$ cat config.mk
export PLATFORM = sky130hd
export DESIGN_NAME = flash_prog_unit
export DESIGN_NICKNAME = d
export VERILOG_FILES = /design/src/rtl/fpu_pkg.sv /design/src/rtl/fpu_ctrl.sv /design/src/rtl/fpu_datapath.sv /design/src/rtl/flash_prog_unit.sv
export SDC_FILE = /design/constraint.sdc
export NUM_CORES = 1
export LEC_CHECK = 0
export BUFFER_PORTS_ARGS = -buffer_cell sky130_fd_sc_hd__buf_4
export CAP_MARGIN = 5
export CELL_PAD_IN_SITES_DETAIL_PLACEMENT = 0
export CELL_PAD_IN_SITES_GLOBAL_PLACEMENT = 2
export CORE_MARGIN = 3
export CORE_UTILIZATION = 50
export DETAILED_ROUTE_END_ITERATION = 6
export PLACE_DENSITY_LB_ADDON = 0.1
export REMOVE_ABC_BUFFERS = 1
export SYNTH_ARGS = -nofsm -noshare
export SYNTH_HDL_FRONTEND = slang
export SYNTH_HIERARCHICAL = 1
export SYNTH_SLANG_ARGS = --single-unit
$ cat constraint.sdc
create_clock -name clk -period 7.5 [get_ports clk]
set_input_delay 0.375 -clock clk [delete_from_list [all_inputs] [get_ports clk]]
set_output_delay 0.375 -clock clk [all_outputs]
set_load 0.005 [all_outputs]
$ cat src/rtl/fpu_pkg.sv
package fpu_pkg;
  localparam int BYTE_W = 8;

  localparam logic [2:0] MODE_READ  = 3'd0;
  localparam logic [2:0] MODE_WRITE = 3'd1;
  localparam logic [2:0] MODE_LOCK  = 3'd2;
  localparam logic [2:0] MODE_ERASE = 3'd3;
  localparam logic [2:0] MODE_SIG   = 3'd4;

  typedef enum logic [1:0] {ST_IDLE, ST_WRITE, ST_LOCK, ST_ERASE} fpu_state_e;

  typedef struct packed {
    logic startWrite;
    logic startLock;
    logic commitWrite;
    logic commitLock;
    logic commitErase;
  } fpu_strobe_t;

  // 0 = unprotected ... 3 = fully locked; only cumulative patterns count
  function automatic logic [1:0] lockLevel(input logic [2:0] lb);
    if (lb[0] && lb[1] && lb[2]) return 2'd3;
    else if (lb[0] && lb[1])     return 2'd2;
    else if (lb[0])              return 2'd1;
    else                         return 2'd0;
  endfunction
endpackage

$ cat src/rtl/fpu_ctrl.sv
module fpu_ctrl
  import fpu_pkg::*;
#(
  parameter int WRITE_CYCLES = 8,
  parameter int ERASE_CYCLES = 40
) (
  input  logic        clk,
  input  logic        rst_n,
  input  logic        progPin,
  input  logic [2:0]  modeSel,
  input  logic        writeBlocked,
  output fpu_strobe_t strobes,
  output logic        busy
);
  localparam int MAX_CYC = (ERASE_CYCLES > WRITE_CYCLES) ? ERASE_CYCLES : WRITE_CYCLES;
  localparam int CNT_W   = $clog2(MAX_CYC + 1);
  localparam logic [CNT_W-1:0] WR_LOAD = CNT_W'(WRITE_CYCLES - 1);
  localparam logic [CNT_W-1:0] ER_LOAD = CNT_W'(ERASE_CYCLES - 1);

  fpu_state_e       state, nextState;
  logic [CNT_W-1:0] cnt, nextCnt;
  logic             progPrev;
  logic             progRise;

  assign progRise = progPin && !progPrev;
  assign busy     = (state != ST_IDLE);

  always_comb begin
    strobes   = '0;
    nextState = state;
    nextCnt   = cnt;
    case (state)
      ST_IDLE: begin
        if (progRise) begin
          case (modeSel)
            MODE_WRITE: if (!writeBlocked) begin
              strobes.startWrite = 1'b1;
              nextState = ST_WRITE;
              nextCnt   = WR_LOAD;
            end
            MODE_LOCK: begin
              strobes.startLock = 1'b1;
              nextState = ST_LOCK;
              nextCnt   = WR_LOAD;
            end
            MODE_ERASE: begin
              nextState = ST_ERASE;
              nextCnt   = ER_LOAD;
            end
            default: ;
          endcase
        end
      end
      ST_WRITE, ST_LOCK: begin
        if (cnt == '0) begin
          strobes.commitWrite = (state == ST_WRITE);
          strobes.commitLock  = (state == ST_LOCK);
          nextState = ST_IDLE;
        end else begin
          nextCnt = cnt - CNT_W'(1);
        end
      end
      ST_ERASE: begin
        if (!progPin) begin
          nextState = ST_IDLE;
        end else if (cnt == '0) begin
          strobes.commitErase = 1'b1;
          nextState = ST_IDLE;
        end else begin
          nextCnt = cnt - CNT_W'(1);
        end
      end
      default: nextState = ST_IDLE;
    endcase
  end

  always_ff @(posedge clk) begin
    if (!rst_n) begin
      state    <= ST_IDLE;
      cnt      <= '0;
      progPrev <= 1'b0;
    end else begin
      state    <= nextState;
      cnt      <= nextCnt;
      progPrev <= progPin;
    end
  end


  busy_start_chk: assert property (@(posedge clk) disable iff (!rst_n)
    $rose(busy) |-> ($past(progPin) && !$past(progPrev)));


  write_tick_chk: assert property (@(posedge clk) disable iff (!rst_n)
    (state == ST_WRITE && cnt != '0) |=> (state == ST_WRITE && cnt == $past(cnt) - CNT_W'(1)));


  erase_abort_chk: assert property (@(posedge clk) disable iff (!rst_n)
    (state == ST_ERASE && !progPin) |=> (state == ST_IDLE));
endmodule

$ cat src/rtl/fpu_datapath.sv
module fpu_datapath
  import fpu_pkg::*;
#(
  parameter int ADDR_W = 6
) (
  input  logic              clk,
  input  logic              rst_n,
  input  fpu_strobe_t       strobes,
  input  logic [2:0]        modeSel,
  input  logic [ADDR_W-1:0] addr,
  input  logic [BYTE_W-1:0] dataIn,
  input  logic              extAccessN,
  output logic [BYTE_W-1:0] dataOut,
  output logic              extFetchEn,
  output logic              writeBlocked
);
  localparam int DEPTH = 1 << ADDR_W;
  localparam logic [ADDR_W-1:0] SIG_A0 = ADDR_W'(8'h30);
  localparam logic [ADDR_W-1:0] SIG_A1 = ADDR_W'(8'h31);
  localparam logic [ADDR_W-1:0] SIG_A2 = ADDR_W'(8'h32);

  logic [BYTE_W-1:0] mem [DEPTH];
  logic [2:0]        lockBits;
  logic [ADDR_W-1:0] pendAddr;
  logic [BYTE_W-1:0] pendVal;
  logic              pendValid;
  logic [1:0]        lockIdx;
  logic              eaLatch;
  logic [1:0]        level;
  logic [BYTE_W-1:0] readVal;

  assign level        = lockLevel(lockBits);
  assign writeBlocked = (level != 2'd0);
  assign extFetchEn   = (level == 2'd3) ? 1'b0 :
                        (level != 2'd0) ? ~eaLatch : ~extAccessN;

  // non-volatile store: untouched by reset
  always_ff @(posedge clk) begin
    if (strobes.commitErase) begin
      for (int i = 0; i < DEPTH; i++) mem[i] <= '1;
    end else if (strobes.commitWrite) begin
      mem[pendAddr] <= pendVal;
    end
  end

  always_ff @(posedge clk) begin
    if (strobes.commitErase) lockBits <= '0;
    else if (strobes.commitLock && lockIdx != 2'd0) lockBits[lockIdx - 2'd1] <= 1'b1;
  end

  always_ff @(posedge clk) begin
    if (strobes.startWrite) begin
      pendAddr <= addr;
      pendVal  <= mem[addr] & dataIn;
    end
    if (strobes.startLock) lockIdx <= addr[1:0];
    if (!rst_n) eaLatch <= extAccessN;
  end

  always_ff @(posedge clk) begin
    if (!rst_n)                   pendValid <= 1'b0;
    else if (strobes.startWrite)  pendValid <= 1'b1;
    else if (strobes.commitWrite) pendValid <= 1'b0;
  end

  always_comb begin
    readVal = '1;
    case (modeSel)
      MODE_READ: begin
        if (level >= 2'd2)                       readVal = '1;
        else if (pendValid && addr == pendAddr)  readVal = {~pendVal[7], mem[addr][6:0]};
        else                                     readVal = mem[addr];
      end
      MODE_SIG: begin
        if (addr == SIG_A0)      readVal = 8'h1E;
        else if (addr == SIG_A1) readVal = 8'h65;
        else if (addr == SIG_A2) readVal = 8'hFF;
        else                     readVal = 8'h00;
      end
      default: readVal = '1;
    endcase
  end

  always_ff @(posedge clk) begin
    if (!rst_n) dataOut <= '1;
    else        dataOut <= readVal;
  end


  erase_fill_chk: assert property (@(posedge clk) disable iff (!rst_n)
    strobes.commitErase |=> (mem[0] == 8'hFF && mem[DEPTH-1] == 8'hFF && lockBits == 3'b000));


  clear_only_chk: assert property (@(posedge clk) disable iff (!rst_n)
    strobes.commitWrite |=> ((mem[pendAddr] & ~$past(mem[pendAddr])) == '0));


  lock_monotonic_chk: assert property (@(posedge clk) disable iff (!rst_n)
    !strobes.commitErase |=> (($past(lockBits) & ~lockBits) == 3'b000));


  strobe_onehot_chk: assert property (@(posedge clk) disable iff (!rst_n)
    $onehot0({strobes.startWrite, strobes.startLock, strobes.commitWrite,
              strobes.commitLock, strobes.commitErase}));
endmodule

$ cat src/rtl/flash_prog_unit.sv
module flash_prog_unit
  import fpu_pkg::*;
#(
  parameter int ADDR_W       = 6,
  parameter int WRITE_CYCLES = 8,
  parameter int ERASE_CYCLES = 40
) (
  input  logic              clk,
  input  logic              rst_n,
  input  logic              progPin,
  input  logic [2:0]        modeSel,
  input  logic [ADDR_W-1:0] addr,
  input  logic [7:0]        dataIn,
  input  logic              extAccessN,
  output logic [7:0]        dataOut,
  output logic              busyN,
  output logic              extFetchEn
);
  fpu_strobe_t strobes;
  logic        busy;
  logic        writeBlocked;

  assign busyN = ~busy;

  fpu_ctrl #(.WRITE_CYCLES(WRITE_CYCLES), .ERASE_CYCLES(ERASE_CYCLES)) u_ctrl (
    .clk(clk), .rst_n(rst_n), .progPin(progPin), .modeSel(modeSel),
    .writeBlocked(writeBlocked), .strobes(strobes), .busy(busy)
  );

  fpu_datapath #(.ADDR_W(ADDR_W)) u_dp (
    .clk(clk), .rst_n(rst_n), .strobes(strobes), .modeSel(modeSel), .addr(addr),
    .dataIn(dataIn), .extAccessN(extAccessN), .dataOut(dataOut),
    .extFetchEn(extFetchEn), .writeBlocked(writeBlocked)
  );
endmodule

After elaboration in Yosys (flattened, before gate mapping). Memory sizes are Yosys's and may differ from the RTL's. Cells that the tools add are included.

$add $sub $neg: 2. $lt $le $gt $ge: 3. Equal/unequal tests: 16. Muxes and demuxes: 45. Bitwise operators: 6. Reductions and logical operators: 18.

Operators by type and width (number): two-way mux 8 bit (6); one-hot mux 6 bit (3 select lines) (2); two-way mux 6 bit (5); two-way mux 2 bit (10); == test 6 bit, second input constant (3); two-way mux 1 bit (18); one-hot mux 8 bit (2 select lines) (1); one-hot mux 2 bit (3 select lines) (2); bitwise AND 8 bit (1); nonzero test 2 bit (4); OR reduction 8 bit (1); == test 2 bit, second input constant (3); == test 3 x 2 -> 1 bit, second input constant (2); == test 6 bit (1); logical AND 1 bit (6); zero test 6 bit (1); subtractor 6 x 1 -> 6 bit, second input constant (1); inequality test 4 bit, second input constant (1); inverter 1 bit (4); AND reduction 4 bit (1); == test 3 x 1 -> 1 bit, second input constant (1); == test 3 bit, second input constant (1); zero test 3 bit (1); less-than comparator 2 x 3 -> 1 bit, second input constant (1); other kinds (13) (13).

Register bits after elaboration: 38. RAM bits: 512. Output and inout bits: 10. Memories kept: 1.

Memory list: u_dp.mem (words 64, bits a word 8, read ports 1, clocked after Yosys merged registers in 0, write ports 64, RTL line fpu_datapath.sv:22) `logic [BYTE_W-1:0] mem [DEPTH];`.

Longest topological paths before layout. Gate-level depths: netlist of run 1.

Depth after elaboration: 9. Depth in mapped cells: 11.

Hierarchy. Netlist of run 1, hierarchy kept.

Modules (own cells, without submodules): fpu_datapath (instances 1, cells an instance 1696, area an instance 25067.8 um^2); fpu_ctrl (instances 1, cells an instance 75, area an instance 666.9 um^2); flash_prog_unit (instances 1, cells an instance 1, area an instance 3.8 um^2).

Worst setup path after synthesis of run 1. OpenSTA, ideal clock, no wires.

Path kind: reg2reg. Start: register u_ctrl.cnt[0]. End: memory u_dp.mem[23][0] (enable). Arrival time: 2646 ps. Data required time: 7125 ps. Slack: 4480 ps. Stages on the path, launching flop included: 11. Path buffers: 1. Period minus slack after synthesis: 3020 ps. Cells stage by stage: dfxtp_1 -> inv_1 -> ha_1 -> or3b_4 -> nor3_1 -> and3_1 -> inv_1 -> nor2_1 -> nand4_1 -> clkbuf_1 -> o21bai_1.

RTL lines: start, declared (RTL line fpu_ctrl.sv:21) `logic [CNT_W-1:0] cnt, nextCnt;`; start signal, assigned (RTL line fpu_ctrl.sv:84) `cnt <= nextCnt;`; end, declared (RTL line fpu_datapath.sv:22).

==> results of run 1 <==
==> synthesized netlist by cell type (all sizes together), types with 3 or more instances <==
library cell | number | area [sq um]
o21ai | 13 | 68.8
nor2 | 30 | 113
nand3b | 4 | 30.0
and2 | 7 | 43.8
nor2b | 18 | 113
a21o | 3 | 22.5
nand2 | 67 | 251
xnor2 | 5 | 43.8
o21bai | 29 | 218
nand4 | 4 | 25.0
edfxtp | 529 | 15900
and3 | 10 | 62.6
dfxtp | 21 | 420
or2 | 290 | 1810
inv | 12 | 45.0
ha | 6 | 75.1
nor3b | 3 | 27.5
a31oi | 5 | 31.3
clkbuf | 128 | 482
a21oi | 27 | 135
mux4 | 128 | 2880
nor3 | 10 | 50.1
mux2i | 41 | 410
buf | 42 | 248
nand3 | 14 | 75.1
a41oi | 5 | 43.8
nand2b | 38 | 238
a22oi | 22 | 165
or3 | 232 | 1450
==> worst min path at each step <==
stage	start	end
floorplan	u_dp/lockBits[2]$_SDFFE_PP0P_	u_dp/lockBits[2]$_SDFFE_PP0P_
detailed placement	u_dp/lockBits[2]$_SDFFE_PP0P_	u_dp/lockBits[2]$_SDFFE_PP0P_
global placement	u_dp/lockBits[2]$_SDFFE_PP0P_	u_dp/lockBits[2]$_SDFFE_PP0P_
global route	dataIn[0]	u_dp/pendVal[0]$_DFFE_PP_
CTS	dataIn[0]	u_dp/pendVal[0]$_DFFE_PP_
finish	dataIn[5]	u_dp/pendVal[5]$_DFFE_PP_
==> worst max-delay path, delay by kind of cell (launching register included) <==
family                     cells  cell delay (ns)
AOI/OAI and AO/OA              1             0.45
adders and majority gates      1             0.18
buffers and inverters          3             1.30
DFF                            1             0.33
and+or+nand+nor                5             1.46
==> state kept, by name, indices dropped and copies added, names as in the netlist <==
register,count
u_ctrl/state,2
u_dp/eaLatch,1
u_dp/lockIdx,2
u_dp/pendVal,8
u_dp/lockBits,3
u_dp/pendValid,1
u_ctrl/progPrev,1
u_dp/pendAddr,6
u_dp/mem,512
u_ctrl/cnt,6
u_dp/dataOut,8
==> power breakdown <==
part | switching, W | internal [W]
Clock | 0.00122 | 0.00166
Sequential | 0.0000247 | 0.00336
Combinational | 0.000168 | 0.000120
==> kinds of logic after synthesis <==
family / Yosys count / synth area share, %
compound gates: 119 / 3.21
xor+xnor: 7 / 0.238
fa+ha+maj: 6 / 0.292
buf+inv: 182 / 3.01
flops: 550 / 63.4
mux: 170 / 12.8
simple gates: 738 / 17.1
==> cell type report <==
class                      count  area (sq um)  share of cell area [%]
clock buffer                  72          1580                    5.58
clock inverter                34           333                    1.18
inverter                      12          45.0                   0.160
multi-input combinational   1040          8680                    30.8
sequential                   550         16300                    57.8
tap                          672           841                    2.98
timing repair buffer          54           433                    1.53
==> through the flow <==
step / cells / power [W] / cell area (sq um) / hold WS [ns] / utilization (%)
floorplan: 1602 / 0.00360 / 25000 / 0.437 / -
global placement: 2325 / 0.00373 / 26300 / 0.468 / 52.0
detailed placement: 2325 / 0.00374 / 26300 / 0.466 / 52.0
CTS: 2434 / 0.00661 / 28200 / 0.0147 / 55.9
global route: 2434 / 0.00675 / 28200 / 0.0353 / 55.9
finish: 2434 / 0.00655 / 28200 / 0.0589 / 55.9
==> metal layers <==
metal,track usage [%],vias up
met5,0,-
met4,6.72,0
met3,3.88,97
met2,39.6,493
met1,37.3,7615
li1,-,6560
==> impl_metrics.tcl, run 1 <==
set metrics [dict create \
    drive_above_1_share_pct 32.8 \
    ctsHoldBuffers 3 \
    track_usage_pct 25.3 \
    worst_slack_ns 3.33 \
    dr.pass1.iters 5 \
    gp_congestion 0.803 \
    portBuffers 30 \
    synth_seq_area_share_pct 63.4 \
    path_cells "inv_1 > ha_1 > or3b_4 > nor3_1 > and3_2 > buf_4 > nor2_1 > nand4_1 > buf_4 > o21bai_1" \
    initial_core_util_pct 51.0 \
    postSynthCellCount 1772 \
    wl_met2_microns 31100 \
    ys_ff_latch 550 \
    slew_headroom_pct 29.0 \
    drv_slew 0 \
    clockRootBuffer "clkbuf_16" \
    cts_made_buffers 58 \
    ir_worst_vdd_v 0.000157 \
    cp_max_fo 68 \
    max_stage_delay_ns 0.69 \
    status "finished clean" \
    antenna_found_initial 1 \
    power_density_nw_per_um2 232 \
    timing.fmax_ghz 0.240 \
    ios 31 \
    fin_crit_sh_pct 55.6 \
    clk_path_buf_depth 3 \
    grt-ovfl-total 0 \
    ff2ff_path_depth 10 \
    endpoint "u_dp/mem[51][1]$_SDFFCE_PN1P_" \
    cpMostUsedCell "buf_4" \
    clk_pin_slew_worst_paths_ns 0.06 \
    cts.sinks 550 \
    maxCapViolCount 0 \
    top_layer "met4" \
    post_cts_resized 0 \
    tns_ns 0 \
    min_path_cells 2 \
    reg2reg_to "u_dp/mem[51][1]$_SDFFCE_PN1P_" \
    tritoncts "done" \
    num_rows 82 \
    cp-startpoint "u_ctrl/cnt[0]$_SDFFE_PN0P_" \
    drtIter0Drc 1397 \
    synth_cell_type_count 62 \
    leakage_nw 9.81 \
    grt_pass1_wl_microns 100000 \
    slowest_stage "buf_4" \
    setup_viol 0 \
    syn_to_final_growth_pct 9.60 \
    grt_setup_unrepaired "no" \
    vias_per_cell 6.07 \
    fillCellCount 3993 \
    hp-class "primary input to flop" \
    met3_length_microns 4410 \
    worstPathArrival_ns 4.41 \
    post-cts-setup-buffer-count 0 \
    die_x_microns 233 \
    drc_errors 0 \
    synth-async-reset-ratio_pct 0 \
    synth_edf_count 529 \
    ant_nets 0 \
    critPathRequiredTime_ns 7.74 \
    grt_max_degree 70 \
    yosysWarnings 6 \
    rrSetupSlack_ns 3.33 \
    synth_top_flop_cell "edfxtp_1" \
    clock_latency_ns 0.63 \
    rr_startpoint "u_ctrl/cnt[0]$_SDFFE_PN0P_" \
    crit_type "flop to flop" \
    crit_path_start_kind "flop" \
    core_area_sq_um 50500 \
    pre_cts_ws_ns 3.37 \
    routed_wl_microns 67200 \
    die_y_microns 233 \
    syn_area_per_cell_sq_um 14.5 \
    final_cell_mix "edfxtp_1 (529), or2_2 (290), or3_1 (230)" \
    hold_viol 0 \
    layout.cells.most_common "edfxtp_1" \
    vias 14800 \
    grt_pass1_vias 14800 \
    die-area_sq_um 54200 \
    synth_area_sq_um 25700 \
    worst_clock_skew_ns 0.0271 \
    period_minus_slack_ns 4.17 \
    antenna_cells 0 \
    h-tree-depth 2 \
    dp_hpwl_microns 40400 \
    worst_pin_slew_ns 1.06 \
    endpoint_kind "flop" \
    wl_met1_microns 30200 \
    fin_nets 1743 \
    post_drt_wl_per_cell_microns 27.6 \
]
Note: power is estimated with default switching activity, not from simulation.
==> inputs of run 2 (changes only) <==
- ABC_AREA: unset -> 1
- CORE_UTILIZATION: 50 -> 37
- clock period: 7.5 -> 3.58 ns (I/O delays scaled with it)
==> run 2 against run 1 <==
Combinational power grew to 3.6 times the previous value. Die area is 31% higher. Global-route usage is 2.1 points lower. Setup slack worse by 3.0 ns. Via count is 27% higher. Clock skew is 0.014 ns lower.
==> impl_metrics.tcl, run 2 <==
set metrics [dict create \
    postSynthCellCount 2613 \
    post_drt_wl_per_cell_microns 22.7 \
    final_util_pct 43.3 \
    grt_pass1_vias 18700 \
    largest_reg_flops 512 \
    yosys.area.top_type_share_pct 63.3 \
    fin_nets 2700 \
    grt_max_degree 116 \
    initial_core_util_pct 37.8 \
    crit_type "flop to flop" \
    worstPathArrival_ns 3.54 \
    yosysWarnings 6 \
    core_area_sq_um 66500 \
    grt_pass1_wl_microns 121000 \
    worst_clock_skew_ns 0.0126 \
    antenna_cells 0 \
    portBuffers 30 \
    routed_wl_microns 81600 \
    instances_no_fill 3588 \
    hold_viol 0 \
    clock_latency_ns 0.59 \
    synth-async-reset-ratio_pct 0 \
    ctsHoldBuffers 17 \
    post-cts-setup-buffer-count 0 \
    synth_seq_area_share_pct 65.0 \
    worst_hold_slack_ns 0.320 \
    synth_edf_count 529 \
    total_power_w 0.0144 \
    track_usage_pct 23.2 \
    dp_hpwl_microns 51800 \
    grt_setup_unrepaired "no" \
    drive_above_1_share_pct 9.14 \
    critPathRequiredTime_ns 3.90 \
    timing.fmax_ghz 0.311 \
    final_cell_mix "nand2_1 (997), edfxtp_1 (529), nor2_1 (285)" \
    die-area_sq_um 71000 \
    crit_path_start_kind "flop" \
    maxCapViolCount 0 \
    die_x_microns 266 \
    vias_per_cell 5.24 \
    endpoint_kind "flop" \
    dr.pass1.iters 6 \
    h-tree-depth 3 \
    hp-class "primary input to flop" \
    ys_top_cells_by_count "nand2_1 (997), edfxtp_1 (529), nor2_1 (285)" \
    synth_cell_type_count 36 \
    gp_congestion 0.807 \
    fin_crit_sh_pct 90.0 \
    power_density_nw_per_um2 502 \
    die_y_microns 266 \
    setup_viol 0 \
    synthTopCellsByArea "edfxtp_1 (63%), nand2_1 (15%), nor2_1 (4.3%)" \
    synth_area_sq_um 25100 \
    num_rows 94 \
    ios 31 \
    status "finished clean" \
    drtIter0Drc 1668 \
    vias 18800 \
    ant_nets 0 \
    layout.cells.most_common "nand2_1" \
    top_register "u_dp/mem" \
    ir_worst_vdd_v 0.000311 \
    leakage_nw 8.88 \
    period_minus_slack_ns 3.22 \
    syn_to_final_growth_pct 14.7 \
    synth_top_flop_cell "edfxtp_1" \
    synth_top_area_cell "edfxtp_1" \
    tritoncts "done" \
    drv_slew 0 \
    clockRootBuffer "clkbuf_16" \
    post_cts_resized 0 \
    synthMostInstantiatedCell "nand2_1" \
    ys_ff_latch 550 \
    cts_made_buffers 66 \
    drc_errors 0 \
    largestRegisters "u_dp/mem x512, u_dp/dataOut x8, u_dp/pendVal x8" \
    clk_path_buf_depth 3 \
    crit_family "simple AND/OR/NAND/NOR gates" \
    path_cells "inv_1 > ha_1 > nand4_1 > nor2_1 > inv_1 > nor2_1 > inv_1 > nor2_1 > inv_1 > nor2_1 > nand2_1" \
    slew_headroom_pct 39.7 \
    slowest_stage "nor2_1" \
    cts.sinks 550 \
    grt-ovfl-total 0 \
    antenna_found_initial 0 \
    syn_area_per_cell_sq_um 9.61 \
    cp_num_buf_inv 4 \
    dp.cells 3451 \
    cp_max_fo 12 \
    tns_ns 0 \
    clk_pin_slew_worst_paths_ns 0.06 \
    max_stage_delay_ns 0.67 \
    worst_pin_slew_ns 0.904 \
]
==> run 2: path summary, 6_finish.rpt <==
| check | from | endpoint | slack, ns | cells after the start |
|---|---|---|---|---|
| worst max-delay path | u_ctrl/state[0]$_SDFFE_PN0P_ | u_dp/mem[2][6]$_SDFFCE_PN1P_ | 0.36 | 11 |
| worst min-delay path | addr[3] | u_dp/pendAddr[3]$_DFFE_PP_ | 0.32 | 2 |
| worst max register to register | u_ctrl/state[0]$_SDFFE_PN0P_ | u_dp/mem[2][6]$_SDFFCE_PN1P_ | 0.36 | 11 |
| worst min register to register | u_dp/lockBits[2]$_SDFFE_PP0P_ | u_dp/lockBits[2]$_SDFFE_PP0P_ | 0.47 | 2 |
==> run 2: cell families (layout without fill, tap and decap cells) <==
group                      Yosys count  count (layout)  share of synthesized area, %
buffers and inverters              288             399                          4.95
adders and majority gates            6               6                         0.299
AOI/OAI and AO/OA                  292             292                          6.36
and+or+nand+nor                   1476            1476                          23.4
xor gates and xnor gates             1               1                        0.0349
DFF                                550             550                          65.0
==> run 2: area by class of cell <==
class	count	area, sq um
Clock buffer	94	1910
Clock inverter	25	130
Fill cell	6494	37700
Inverter	129	488
Multi-Input combinational cell	1775	7560
Sequential cell	550	16300
Tap cell	864	1080
Timing Repair Buffer	151	1320
==> run 2: metal layers <==
layer,GRT usage [%],wire length (microns),vias up
met2,38.6,39000,518
li1,-,-,8854
met4,7.44,2660,0
met3,3.50,4150,136
met1,31.4,35800,9293
met5,0,0,-
==> run 2: worst reg2reg max path, stage by stage, from the launching register on <==
cell     delay [ns]
dfxtp_1        0.38
inv_1          0.10
ha_1           0.31
nand4_1        0.11
nor2_1         0.12
inv_1          0.07
nor2_1         0.26
inv_1          0.25
nor2_1         0.15
inv_1          0.40
nor2_1         0.67
nand2_1        0.12
==> run 2: report_power, final <==
part | switching [W] | internal (W)
registers | 0.0000314 | 0.00701
logic | 0.000732 | 0.000303
clock network | 0.00260 | 0.00376
total | 0.00336 | 0.0111
==> run 2: stage by stage <==
| stage | area (sq um) | worst slack, ns |
|---|---|---|
| detailed placement | 26600 | 0.337 |
| global route | 28800 | 0.0617 |
| global placement | 26600 | 0.438 |
| CTS | 28800 | 0.332 |
| floorplan | 24300 | 0.692 |
| finish | 28800 | 0.360 |
